## src/rtl/irq_hub_pkg.sv

```systemverilog
package irq_hub_pkg;
    localparam int unsigned NIBBLE_W = 4;
    localparam int unsigned TX_OFS   = 0;
    localparam int unsigned RX_OFS   = 1;
    localparam int unsigned SPARE_OFS = 2;
    localparam int unsigned SPARE_PER_CH = 2;

    function automatic int unsigned tx_bit(input int unsigned ch);
        return ch * NIBBLE_W + TX_OFS;
    endfunction

    function automatic int unsigned rx_bit(input int unsigned ch);
        return ch * NIBBLE_W + RX_OFS;
    endfunction
endpackage

```

## src/rtl/irq_stat_collect.sv

```systemverilog
module irq_stat_collect
    import irq_hub_pkg::*;
#(
    parameter int unsigned NUM_CH   = 2,
    parameter bit          SPARE_EN = 1'b0,
    localparam int unsigned DATA_W  = NUM_CH * NIBBLE_W,
    localparam int unsigned SPARE_W = NUM_CH * SPARE_PER_CH
) (
    input  logic [NUM_CH-1:0]  tx_rdy,
    input  logic [NUM_CH-1:0]  rx_rdy,
    input  logic [SPARE_W-1:0] spare_src,
    output logic [DATA_W-1:0]  stat
);
    localparam logic [SPARE_PER_CH-1:0] SPARE_GATE = {SPARE_PER_CH{SPARE_EN}};

    // One nibble per channel; spare pair is gated by the build option.
    for (genvar ch = 0; ch < NUM_CH; ch++) begin : g_nib
        assign stat[tx_bit(ch)] = tx_rdy[ch];
        assign stat[rx_bit(ch)] = rx_rdy[ch];
        assign stat[ch*NIBBLE_W+SPARE_OFS +: SPARE_PER_CH] =
            spare_src[ch*SPARE_PER_CH +: SPARE_PER_CH] & SPARE_GATE;
    end
endmodule

```

## src/rtl/irq_mask_reg.sv

```systemverilog
module irq_mask_reg #(
    parameter int unsigned DATA_W    = 8,
    parameter int unsigned ADDR_W    = 4,
    parameter int unsigned STAT_ADDR = 5
) (
    input  logic              clk,
    input  logic              rst_n,
    input  logic [ADDR_W-1:0] bus_addr,
    input  logic              bus_wr,
    input  logic [DATA_W-1:0] wr_data,
    output logic [DATA_W-1:0] mask
);
    localparam logic [ADDR_W-1:0] HIT_ADDR = ADDR_W'(STAT_ADDR);

    typedef struct packed {
        logic [DATA_W-1:0] mask;
    } mreg_t;

    mreg_t st_d, st_q;
    logic  wr_hit;

    always_comb begin
        wr_hit = bus_wr && (bus_addr == HIT_ADDR);
        st_d   = st_q;
        if (wr_hit) begin
            st_d.mask = wr_data;
        end
    end

    always_ff @(posedge clk or negedge rst_n) begin
        if (!rst_n) begin
            st_q <= '0;
        end else begin
            st_q <= st_d;
        end
    end

    assign mask = st_q.mask;

    p_mask_load_r3: assert property (@(posedge clk) disable iff (!rst_n)
        (bus_wr && bus_addr == HIT_ADDR) |=> (mask == $past(wr_data)));

    p_mask_hold_r3: assert property (@(posedge clk) disable iff (!rst_n)
        !(bus_wr && bus_addr == HIT_ADDR) |=> $stable(mask));
endmodule

```

## src/rtl/irq_req_out.sv

```systemverilog
module irq_req_out #(
    parameter int unsigned DATA_W = 8
) (
    input  logic              clk,
    input  logic              rst_n,
    input  logic [DATA_W-1:0] stat,
    input  logic [DATA_W-1:0] mask,
    output logic              irq_n
);
    typedef struct packed {
        logic irq_n;
    } oreg_t;

    oreg_t st_d, st_q;

    always_comb begin
        st_d       = st_q;
        st_d.irq_n = ~|(stat & mask);
    end

    always_ff @(posedge clk or negedge rst_n) begin
        if (!rst_n) begin
            st_q <= '{irq_n: 1'b1};
        end else begin
            st_q <= st_d;
        end
    end

    assign irq_n = st_q.irq_n;

    p_irq_assert_r5: assert property (@(posedge clk) disable iff (!rst_n)
        (|(stat & mask)) |=> !irq_n);

    p_irq_release_r5: assert property (@(posedge clk) disable iff (!rst_n)
        !(|(stat & mask)) |=> irq_n);

    p_quiet_unmasked_r6: assert property (@(posedge clk) disable iff (!rst_n)
        (mask == '0) |=> irq_n);
endmodule

```

## src/rtl/irq_hub.sv

```systemverilog
module irq_hub
    import irq_hub_pkg::*;
#(
    parameter int unsigned NUM_CH    = 2,
    parameter int unsigned ADDR_W    = 4,
    parameter int unsigned STAT_ADDR = 5,
    parameter bit          SPARE_EN  = 1'b0,
    localparam int unsigned DATA_W   = NUM_CH * NIBBLE_W,
    localparam int unsigned SPARE_W  = NUM_CH * SPARE_PER_CH
) (
    input  logic               clk,
    input  logic               rst_n,
    input  logic [ADDR_W-1:0]  bus_addr,
    input  logic               bus_wr,
    input  logic [DATA_W-1:0]  wr_data,
    output logic [DATA_W-1:0]  rd_data,
    input  logic [NUM_CH-1:0]  tx_rdy,
    input  logic [NUM_CH-1:0]  rx_rdy,
    input  logic [SPARE_W-1:0] spare_src,
    output logic               irq_n
);
    localparam logic [ADDR_W-1:0] RD_ADDR = ADDR_W'(STAT_ADDR);

    logic [DATA_W-1:0] stat;
    logic [DATA_W-1:0] mask;

    irq_stat_collect #(
        .NUM_CH   (NUM_CH),
        .SPARE_EN (SPARE_EN)
    ) u_stat (
        .tx_rdy    (tx_rdy),
        .rx_rdy    (rx_rdy),
        .spare_src (spare_src),
        .stat      (stat)
    );

    irq_mask_reg #(
        .DATA_W    (DATA_W),
        .ADDR_W    (ADDR_W),
        .STAT_ADDR (STAT_ADDR)
    ) u_mask (
        .clk      (clk),
        .rst_n    (rst_n),
        .bus_addr (bus_addr),
        .bus_wr   (bus_wr),
        .wr_data  (wr_data),
        .mask     (mask)
    );

    irq_req_out #(
        .DATA_W (DATA_W)
    ) u_req (
        .clk   (clk),
        .rst_n (rst_n),
        .stat  (stat),
        .mask  (mask),
        .irq_n (irq_n)
    );

    // Status is read-only at the shared address; the mask never reaches the read path.
    always_comb begin
        rd_data = '0;
        if (bus_addr == RD_ADDR) begin
            rd_data = stat;
        end
    end
endmodule

```

## config.mk

```make
export PLATFORM = sky130hd
export DESIGN_NAME = irq_hub
export DESIGN_NICKNAME = d
export VERILOG_FILES = /design/src/rtl/irq_hub_pkg.sv /design/src/rtl/irq_stat_collect.sv /design/src/rtl/irq_mask_reg.sv /design/src/rtl/irq_req_out.sv /design/src/rtl/irq_hub.sv
export SDC_FILE = /design/constraint.sdc
export NUM_CORES = 1
export LEC_CHECK = 0
export BUFFER_PORTS_ARGS = -buffer_cell sky130_fd_sc_hd__buf_2
export CAP_MARGIN = 20
export CORE_AREA = 2 2 39 41
export CTS_CLUSTER_DIAMETER = 40
export DETAILED_ROUTE_END_ITERATION = 10
export DIE_AREA = 0 0 41 43
export GPL_ROUTABILITY_DRIVEN = 1
export SYNTH_ARGS = -nofsm -noshare
export SYNTH_HDL_FRONTEND = slang
export SYNTH_SLANG_ARGS = --single-unit
```

## constraint.sdc

```tcl
create_clock -name clk -period 1.2 [get_ports clk]
set_clock_uncertainty 0.15 [all_clocks]
set_input_delay 0 -clock clk [delete_from_list [all_inputs] [get_ports clk]]
set_output_delay 0 -clock clk [all_outputs]
set_load 0.005 [all_outputs]
```

; ---- After elaboration in Yosys (flattened, before gate mapping)
; Index checks and enable logic that the tools add are counted.
[classes]
eq_ne = 1
n_mux = 1
bitwise_logic = 1
n_reduce_logical = 3
[op_table]
columns = cell, count
row1 = bitwise AND 6 x 8 -> 8 bit, 1
row2 = OR reduction 8 bit, 1
row3 = two-way mux 6 bit, 1
row4 = == test 4 x 3 -> 1 bit (second input constant), 1
row5 = logical AND 1 bit, 1
row6 = logical NOT 1 bit, 1
[totals]
register_bits = 9
input_bits = 23
output_inout_bits = 9
elab_cells = 8

; ---- Depth between registers and ports, before layout
; Gate-level depths: netlist (run 1).
[depth]
depth_word = 3
ltp_mapped = 3
ltp_nobuf = 3

; ---- Modules after synthesis
; A second synthesis (run 1) with hierarchy kept.
[unflattened]
hier_cells = 42
hier_area_um2 = 535.5
[by_module_without_submodules]
columns = module, n_inst, cells_per_inst, area_per_inst_um2, seq_area_each_um2
row1 = irq_mask_reg, 1, 18, 334.1, 200.2
row2 = irq_hub, 1, 9, 72.6, 0.0
row3 = irq_req_out, 1, 6, 65.1, 26.3
row4 = irq_stat_collect, 1, 9, 63.8, 0.0

; ---- Worst setup path before layout (run 1)
; No wires, ideal clock.
[synth_path]
kind = reg2reg
startpoint = register u_mask.st_q, in the netlist u_mask.mask[0]
endpoint = register u_req.st_q (netlist: u_req.irq_n)
setup_time_ns = 0.099
t_arrival_ns = 0.757
required_time_ns = 0.951
slack_ns = 0.194
stages_incl_launch_ff = 3
path_buffers = 0
period_less_slack_ns = 1.006
cell_sequence = dfrtp_1 a22o_1 a221oi_1
[synth_via]
elab_chain_cells = 3
[synth_rtl]
columns = item, line_no
row1 = from (decl), irq_mask_reg.sv:19  ; mreg_t st_d, st_q;
row2 = from (signal assigned), irq_mask_reg.sv:34  ; st_q <= st_d;
row3 = bitwise AND 6 x 8 -> 8 bit, irq_req_out.sv:18  ; st_d.irq_n = ~|(stat & mask);
row4 = OR reduction 8 bit, irq_req_out.sv:18
row5 = logical NOT 1 bit, irq_req_out.sv:18
row6 = net u_req.st_d, irq_req_out.sv:14  ; oreg_t st_d, st_q;
row7 = to (signal assigned), irq_req_out.sv:23  ; st_q <= '{irq_n: 1'b1};
row8 = to (signal assigned), irq_req_out.sv:25  ; st_q <= st_d;
row9 = to (decl), irq_req_out.sv:14
; The timed path passes the listed nets, and every way through them passes these cells.
; A chain may end at the register's enable or synchronous reset.

; ---- Worst setup path in the final report (run 1)
[layout_path]
startpoint = input port bus_wr
endpoint = register u_mask.st_q, in the netlist u_mask.mask[5]
[layout_via]
elab_chain_cells = 1
[layout_rtl]
columns = item, line_no
row1 = from (decl), irq_hub.sv:14  ; input logic bus_wr,
row2 = logical AND 1 bit, irq_mask_reg.sv:23  ; wr_hit = bus_wr && (bus_addr == HIT_ADDR);
; No other way between the ends.

==> results.json, run 1 <==
{
  "status": "complete, no violations",
  "gp_congestion": 0.603,
  "die_h_um": 43,
  "clock_sinks": 5,
  "finalInstanceArea_um2": 519,
  "synth_edf_count": 0,
  "routed_wl_um": 592,
  "die_w_um": 41,
  "ys_ff_latch": 5,
  "min_period_over_period_pct": 90.6,
  "cts-resized-gates": 0,
  "final_nets": 79,
  "synth_top_cell_by_area": "dfrtp_1",
  "synth_warnings": 0,
  "overflow": 0,
  "path_max_fanout": 4,
  "cts_made_buffers": 3,
  "synthArstFlopShare_pct": 100,
  "ys_seq_area_share_pct": 44.1,
  "maxCapViolCount": 0,
  "top_level_ports": 32,
  "crit_type": "in -> reg",
  "avgSynthCellArea_um2": 13.0,
  "initial_utilization_pct": 20.7,
  "yosys.area.top_type_share_pct": 34.9,
  "finalSetupTns_ns": 0,
  "synthTopCellsByCount": "and2_1, buf_4, dfrtp_1, mux2_4",
  "wl_per_cell_um": 8.34,
  "fp-row-count": 14,
  "synthFlopType": "dfrtp_1",
  "placed_cell_area_um2": 383,
  "setup_violations": 0,
  "first_pass_iters": 1,
  "cp_slowest_stage_delay_ns": 0.53,
  "drive_above_1_share_pct": 52.7,
  "core_mm2": 0.00138,
  "crit_required_ns": 1.17,
  "crit_arrival_ns": 1.05,
  "critical-path-top-delay-family": "buffers and inverters",
  "power_w": 0.000561,
  "antenna_cells": 0,
  "worst-path-buf-inv": 2,
  "syn_inst": 22,
  "io_buffers": 19,
  "worstSkewPairLatency_ns": 0.24,
  "synthesis.area_um2": 287,
  "grt_max_degree": 6,
  "dieArea_mm2": 0.00176,
  "whs_ns": 0.0982,
  "drc": 0,
  "layout_min_cycle_time_ns": 1.09,
  "rsz0062_at_grt": "false",
  "antenna_found_initial": 0,
  "fmax_mhz": 920,
  "clk_pin_slew_ns": 0.04,
  "start_kind": "input pin",
  "clock_path_buffers": 2,
  "power_density_mw_per_mm2": 1080,
  "ir_drop_mv": 0.390,
  "cts_tree": "built",
  "grtUsageTotal_pct": 7.67,
  "final_max_slew_viol_count": 0,
  "vias": 264,
  "drt_iter0_drc": 0,
  "grt_pass1_wl_um": 821,
  "syn_to_final_growth_pct": 81.2,
  "synth_cell_types": 10,
  "crit_chain": "dlygate4sd3_1 -> buf_2 -> nand2_4 -> mux2_4",
  "via_per_inst": 3.72,
  "grt_pass1_vias": 246,
  "cts_max_level": 1,
  "synthTopCellsByArea": "dfrtp_1, mux2_4, buf_4",
  "cts-root-buf": "clkbuf_4",
  "hp-class": "in -> async",
  "cp_slowest_cell": "dlygate4sd3_1",
  "finalHoldViolCount": 0,
  "drtAntennaViolNets": 0,
  "cp-end-kind": "flop",
  "power.leakage_nw": 0.283
}
## repair_timing
item / in CTS / in global routing
buffers inserted: 0 / 0
hold endpoints to repair: 10 / 0
hold buffers: 11 / 0
## cells by family after synthesis
group                  Yosys count  synth area share (%)
buffers and inverters            4                  10.5
and+or+nand+nor                  6                  17.0
DFF                              5                  44.1
other                            1                  1.31
AOI/OAI and AO/OA                2                  6.11
muxes                            4                  21.0
## stage by stage
stage	setup slack (ns)	instances	utilization (%)
3_3_place_gp	0.0952	56	27.7
6_report	0.113	71	37.5
2_1_floorplan	0.194	25	-
3_5_place_dp	0.0859	56	27.7
5_1_grt	0.0914	71	37.5
4_1_cts	0.115	71	37.5
## power breakdown
part,leakage [nW],switching (W),internal [W]
combinational,0.209,0.0000364,0.000101
clock,0.0150,0.0000611,0.000125
sequential,0.0596,0.0000204,0.000217
total,0.283,0.000118,0.000443
## cells in the final DEF (no fill, tap or decap), drive strengths merged
cell / netlist / routed
buf: 4 / 19
dlygate4sd3: 0 / 11
and2: 4 / 4
mux2: 4 / 4
conb: 1 / 4
dfrtp: 4 / 4
clkbuf: 0 / 4
and4bb: 1 / 1
a22o: 1 / 1
a221oi: 1 / 1
nand2: 1 / 1
dfstp: 1 / 1
## metal layers
metal	wire [um]	track usage, %
met5	0	0
met4	0	6.00
met3	92	4.71
met2	260	12.5
met1	239	5.88
## worst register-to-register path, cell delays in order, from the launching register on
cell	delay (ns)
dfrtp_1	0.38
a22o_1	0.23
a221oi_1	0.22
## flip-flops by register name, indices dropped and copies added, names as in the netlist
register and cells:
u_req.irq_n 1, u_mask.mask 4
## area by class of cell
cell class                 count  area [um2]
clock buffer                   4        26.3
multi-input combinational     16         141
sequential                     5         126
tap                           16        20.0
timing repair buffer          30         205
fill                         152         865
## worst paths after layout
check	end	cells past startpoint	startpoint	slack, ns
max reg2reg	u_req.irq_n	2	u_mask.mask[0]	0.13
max in group asynchronous	u_mask.mask[4]	3	rst_n	0.19
min reg2reg	u_req.irq_n	1	u_mask.mask[5]	0.28
max	u_mask.mask[5]	4	bus_wr	0.11
min in group clk	u_mask.mask[1]	4	bus_addr[3]	0.24
min	u_req.irq_n	2	rst_n	0.1
No activity file was read; power rests on OpenSTA's default activity.
==> inputs of run 2 (changes only) <==
Clock period 1.2 ns to 1.05 ns, I/O delays scaled along.
==> results.json, run 2 (synthesis results as in run 1) <==
{
  "final_util_pct": 37.4,
  "fill_cells": 154,
  "r2r_slack_ns": 0.03,
  "violations": "negative hold slack",
  "grtUsageTotal_pct": 9.80,
  "reg2reg_depth": 2,
  "path_max_fanout": 2,
  "antenna_cells": 0,
  "fmax_mhz": 982,
  "p_int_w": 0.000517,
  "r2r-end": "u_mask.mask[0]",
  "post_cts_buffers": 0,
  "clock_path_buffers": 2,
  "cts_made_buffers": 3,
  "first_pass_iters": 1,
  "drive_above_1_share_pct": 57.4,
  "gp_congestion": 0.600,
  "syn_to_final_growth_pct": 80.8,
  "crit_start": "u_mask.mask[0]",
  "drc": 0,
  "vias": 264,
  "initial_utilization_pct": 20.7,
  "rsz0062_at_grt": "true",
  "crit_type": "reg -> reg",
  "finalHoldViolCount": 3,
  "holdBufCountCts": 9,
  "clockPowerShare_pct": 32.4,
  "maxCapViolCount": 0,
  "p_switching_w": 0.000150,
  "grt_pass1_vias": 269,
  "cp-end-kind": "flop",
  "final_nets": 78,
  "hold_start": "tx_rdy[0]",
  "grt_max_degree": 5,
  "comb_power_share_pct": 26.3,
  "worstSkewPairLatency_ns": 0.24,
  "cts_max_level": 1,
  "cp_slowest_cell": "dfrtp_1",
  "pwr-share-seq_pct": 41.3,
  "die_w_um": 41,
  "crit_path_end": "u_mask.mask[0]",
  "routed_wl_um": 709,
  "final_max_slew_viol_count": 0,
  "crit_required_ns": 1.02,
  "dieArea_mm2": 0.00176,
  "drt_iter0_drc": 0,
  "top_level_ports": 32,
  "power.leakage_nw": 0.292,
  "cp_slowest_stage_delay_ns": 0.37,
  "start_kind": "flop",
  "sw_frac_of_total_pct": 22.4,
  "status": "complete, but fails checks",
  "hp-class": "in -> reg",
  "clk_pin_slew_ns": 0.04,
  "crit_arrival_ns": 0.99,
  "setup_violations": 0,
  "largest_register_ffs": 4,
  "core_mm2": 0.00138,
  "die_h_um": 43,
  "clock_sinks": 5,
  "whs_ns": -0.112,
  "min_period_over_period_pct": 97.0,
  "cts-root-buf": "clkbuf_4",
  "ir_drop_mv": 0.335,
  "antenna_found_initial": 0,
  "via_per_inst": 3.77,
  "final_common_cell": "buf_2",
  "overflow": 0,
  "cts_tree": "built",
  "layout_min_cycle_time_ns": 1.02,
  "drtAntennaViolNets": 0,
  "power_density_mw_per_mm2": 1290,
  "io_buffers": 19,
  "final_cell_mix": "buf_2, dlygate4sd3_1",
  "r2r_start": "u_mask.mask[0]",
  "fp-row-count": 14,
  "wl_per_cell_um": 10.1,
  "grt_pass1_wl_um": 1010,
  "crit_chain": "buf_4 -> mux2_4"
}
## run 2: stage by stage
stage | total power (W) | std cells | setup TNS [ns] | area, um2 | setup WS (ns)
after floorplan | 0.000357 | 25 | 0 | 298 | 0.0441
after global placement | 0.000412 | 58 | -0.0744 | 398 | -0.0182
final | 0.000666 | 70 | 0 | 518 | 0.0317
after CTS | 0.000684 | 71 | 0 | 520 | 0.00393
after detailed placement | 0.000421 | 58 | -0.208 | 398 | -0.0457
after global routing | 0.000716 | 70 | -0.00129 | 518 | -0.00129
## run 2: routing by layer
metal	GRT usage [%]	wire (um)	up-vias
met5	0	0	-
met4	8.00	0	0
met3	3.14	90	0
met2	17.5	378	19
met1	7.54	240	112
li1	-	-	133
## run 2: cell type report
| cell class | count | area, um2 | share of cell area, % |
|---|---|---|---|
| Multi-Input combinational cell | 16 | 148 | 28.5 |
| Tap cell | 16 | 20.0 | 3.86 |
| Clock buffer | 4 | 26.3 | 5.07 |
| Sequential cell | 5 | 126 | 24.4 |
| Timing Repair Buffer | 29 | 198 | 38.2 |
## run 2: what timing repair did
item,4_1_cts,5_1_grt
gates resized for setup,1,1
endpoints found under the hold margin,10,1
pin swaps,0,1
endpoints found under the setup margin,1,7
## run 2: worst max-delay path, delay by kind of cell (launching register included)
family	cells	cell delay, ns
buf+inv	1	0.13
mux	1	0.25
flops	1	0.37
## run 2: worst min-delay path by stage
stage | endpoint | slack [ns] | cells after the start
4_1_cts | u_req.irq_n | -0.11 | 3
3_5_place_dp | u_mask.mask[4] | -0.33 | 1
6_report | u_req.irq_n | -0.11 | 3
2_1_floorplan | u_mask.mask[0] | -0.45 | 0
5_1_grt | u_req.irq_n | -0.1 | 3
3_3_place_gp | u_mask.mask[1] | -0.33 | 1
## run 2: power by group through the flow
| stage | Combinational (W) | Clock [W] | Sequential, W |
|---|---|---|---|
| detailed placement | 0.000147 | 0 | 0.000274 |
| CTS | 0.000179 | 0.000229 | 0.000276 |
| global placement | 0.000139 | 0 | 0.000273 |
| finish | 0.000175 | 0.000216 | 0.000275 |
| global route | 0.000193 | 0.000242 | 0.000281 |
| floorplan | 0.0000883 | 0 | 0.000269 |
==> inputs of run 3 (changes only) <==
Settings changed: ABC_AREA set to 1.
==> results.json, run 3 <==
{
  "met3_usage_pct": 3.14,
  "start_kind": "input pin",
  "dp_cells": 74,
  "synthesis.area_um2": 299,
  "status": "complete, but fails checks",
  "power_w": 0.000625,
  "synth_cell_types": 13,
  "path_max_fanout": 4,
  "io_buffers": 19,
  "cts-root-buf": "clkbuf_4",
  "final_util_pct": 38.4,
  "grt_max_degree": 7,
  "synthTopCellsByArea": "dfrtp_1, nand2_1, buf_4",
  "synth_edf_count": 0,
  "power.leakage_nw": 0.312,
  "drt_iter0_drc": 2,
  "whs_ns": -0.0242,
  "die_w_um": 41,
  "final_max_slew_viol_count": 0,
  "finalWorstSetupSlack_ns": 0.0311,
  "drive_above_1_share_pct": 32.4,
  "vias": 341,
  "busiest_layer": "met2",
  "synthFlopType": "dfrtp_1",
  "synthArstFlopShare_pct": 100,
  "grtUsageTotal_pct": 9.74,
  "cts_max_level": 1,
  "die_h_um": 43,
  "routed_wl_um": 749,
  "clock_sinks": 5,
  "placed_cell_area_um2": 395,
  "fp-row-count": 14,
  "largest_register_ffs": 4,
  "crit_type": "in -> reg",
  "via_per_inst": 3.92,
  "antenna_cells": 0,
  "cts_tree": "built",
  "regArea_um2": 126,
  "clock_path_buffers": 2,
  "ir_drop_mv": 0.340,
  "drc": 0,
  "core_mm2": 0.00138,
  "final_cell_mix": "buf_2, nand2_1, dlygate4sd3_1",
  "crit_required_ns": 1.08,
  "finalHoldViolCount": 4,
  "grt_pass1_wl_um": 1060,
  "synth.most_common_cell": "nand2_1",
  "top_level_ports": 32,
  "final_common_cell": "buf_2",
  "dieArea_mm2": 0.00176,
  "layout_min_cycle_time_ns": 1.02,
  "fill_cells": 145,
  "avgSynthCellArea_um2": 7.48,
  "clk_pin_slew_ns": 0.04,
  "multi_input_area_um2": 135,
  "initial_utilization_pct": 21.6,
  "syn_inst": 40,
  "grt.met1_usage_pct": 9.63,
  "first_pass_iters": 3,
  "grt_pass1_vias": 311,
  "drtAntennaViolNets": 0,
  "synth_top_cell_by_area": "dfrtp_1",
  "syn_to_final_growth_pct": 77.8,
  "ys_ff_latch": 5,
  "fmax_mhz": 981,
  "overflow": 0,
  "min_period_over_period_pct": 97.0,
  "maxCapViolCount": 0,
  "grtUsageMet2_pct": 14.4,
  "crit_arrival_ns": 1.05,
  "setup_violations": 0,
  "hp-class": "in -> reg",
  "cts_made_buffers": 3,
  "final_nets": 95,
  "hpwl_um": 528,
  "synth_warnings": 0,
  "cp-end-kind": "flop",
  "gp_congestion": 0.708,
  "preCtsSetupSlack_ns": 0.185,
  "post_cts_buffers": 0,
  "worstSkewPairLatency_ns": 0.24,
  "wl_per_cell_um": 8.61,
  "yosys.area.top_type_share_pct": 33.5,
  "finalInstanceArea_um2": 532,
  "violations": "negative hold slack",
  "layout.cells.non_filler": 87,
  "power_density_mw_per_mm2": 1180,
  "ys_seq_area_share_pct": 42.3,
  "antenna_found_initial": 0
}
run 3: cell families (layout without fill, tap and decap cells):
kind of cell / after synthesis / in the layout / share of synthesized area (%)
buffers and inverters: 9 / 37 / 16.3
other: 1 / 4 / 1.25
DFF: 5 / 5 / 42.3
AOI/OAI and AO/OA: 1 / 1 / 1.67
and+or+nand+nor: 24 / 24 / 38.5
run 3: cell type report:
class | instances | area share, %
timing repair buffer | 28 | 38.6
inverter | 5 | 3.53
sequential | 5 | 23.8
multi-input combinational | 29 | 25.4
clock buffer | 4 | 4.94
tap | 16 | 3.76
run 3: power breakdown:
group | internal (W) | switching (W) | total (W) | leakage [nW]
clock network | 0.000143 | 0.0000760 | 0.000220 | 0.0150
logic | 0.0000791 | 0.0000635 | 0.000143 | 0.236
registers | 0.000243 | 0.0000204 | 0.000263 | 0.0614
run 3: path summary, 6_finish.rpt:
| check | from | endpoint | slack (ns) | depth (start not counted) |
|---|---|---|---|---|
| max in group asynchronous | rst_n | u_mask.mask[0] | 0.44 | 3 |
| setup reg to reg | u_mask.mask[0] | u_req.irq_n | 0.19 | 3 |
| hold / removal | bus_addr[1] | u_mask.mask[4] | -0.02 | 5 |
| setup / recovery | bus_addr[3] | u_mask.mask[5] | 0.03 | 5 |
| min in group asynchronous | rst_n | u_req.irq_n | 0.08 | 2 |
| hold reg to reg | u_mask.mask[5] | u_req.irq_n | 0.27 | 1 |
run 3: through the flow:
| stage | TNS [ns] | hold slack, ns |
|---|---|---|
| 2_1_floorplan | 0 | -0.446 |
| 3_3_place_gp | 0 | -0.334 |
| 3_5_place_dp | 0 | -0.334 |
| 4_1_cts | 0 | -0.0848 |
| 5_1_grt | -0.00323 | -0.0102 |
| 6_report | 0 | -0.0242 |
run 3: critical path, stage by stage:
cell	delay [ns]
buf_2	0.11
nor2_4	0.12
dlygate4sd3_1	0.62
nand4_1	0.11
nand2_1	0.08
run 3: timing repair:
| item | 4_1_cts | 5_1_grt |
|---|---|---|
| hold buffers | 11 | 1 |
| gates resized for setup | 0 | 2 |
| setup endpoints to repair | 0 | 8 |
| hold endpoints to repair | 10 | 4 |
run 3: layer usage:
layer	wire, um	vias up
li1	-	179
met5	0	-
met3	69	2
met2	338	22
met1	323	138
met4	18	0
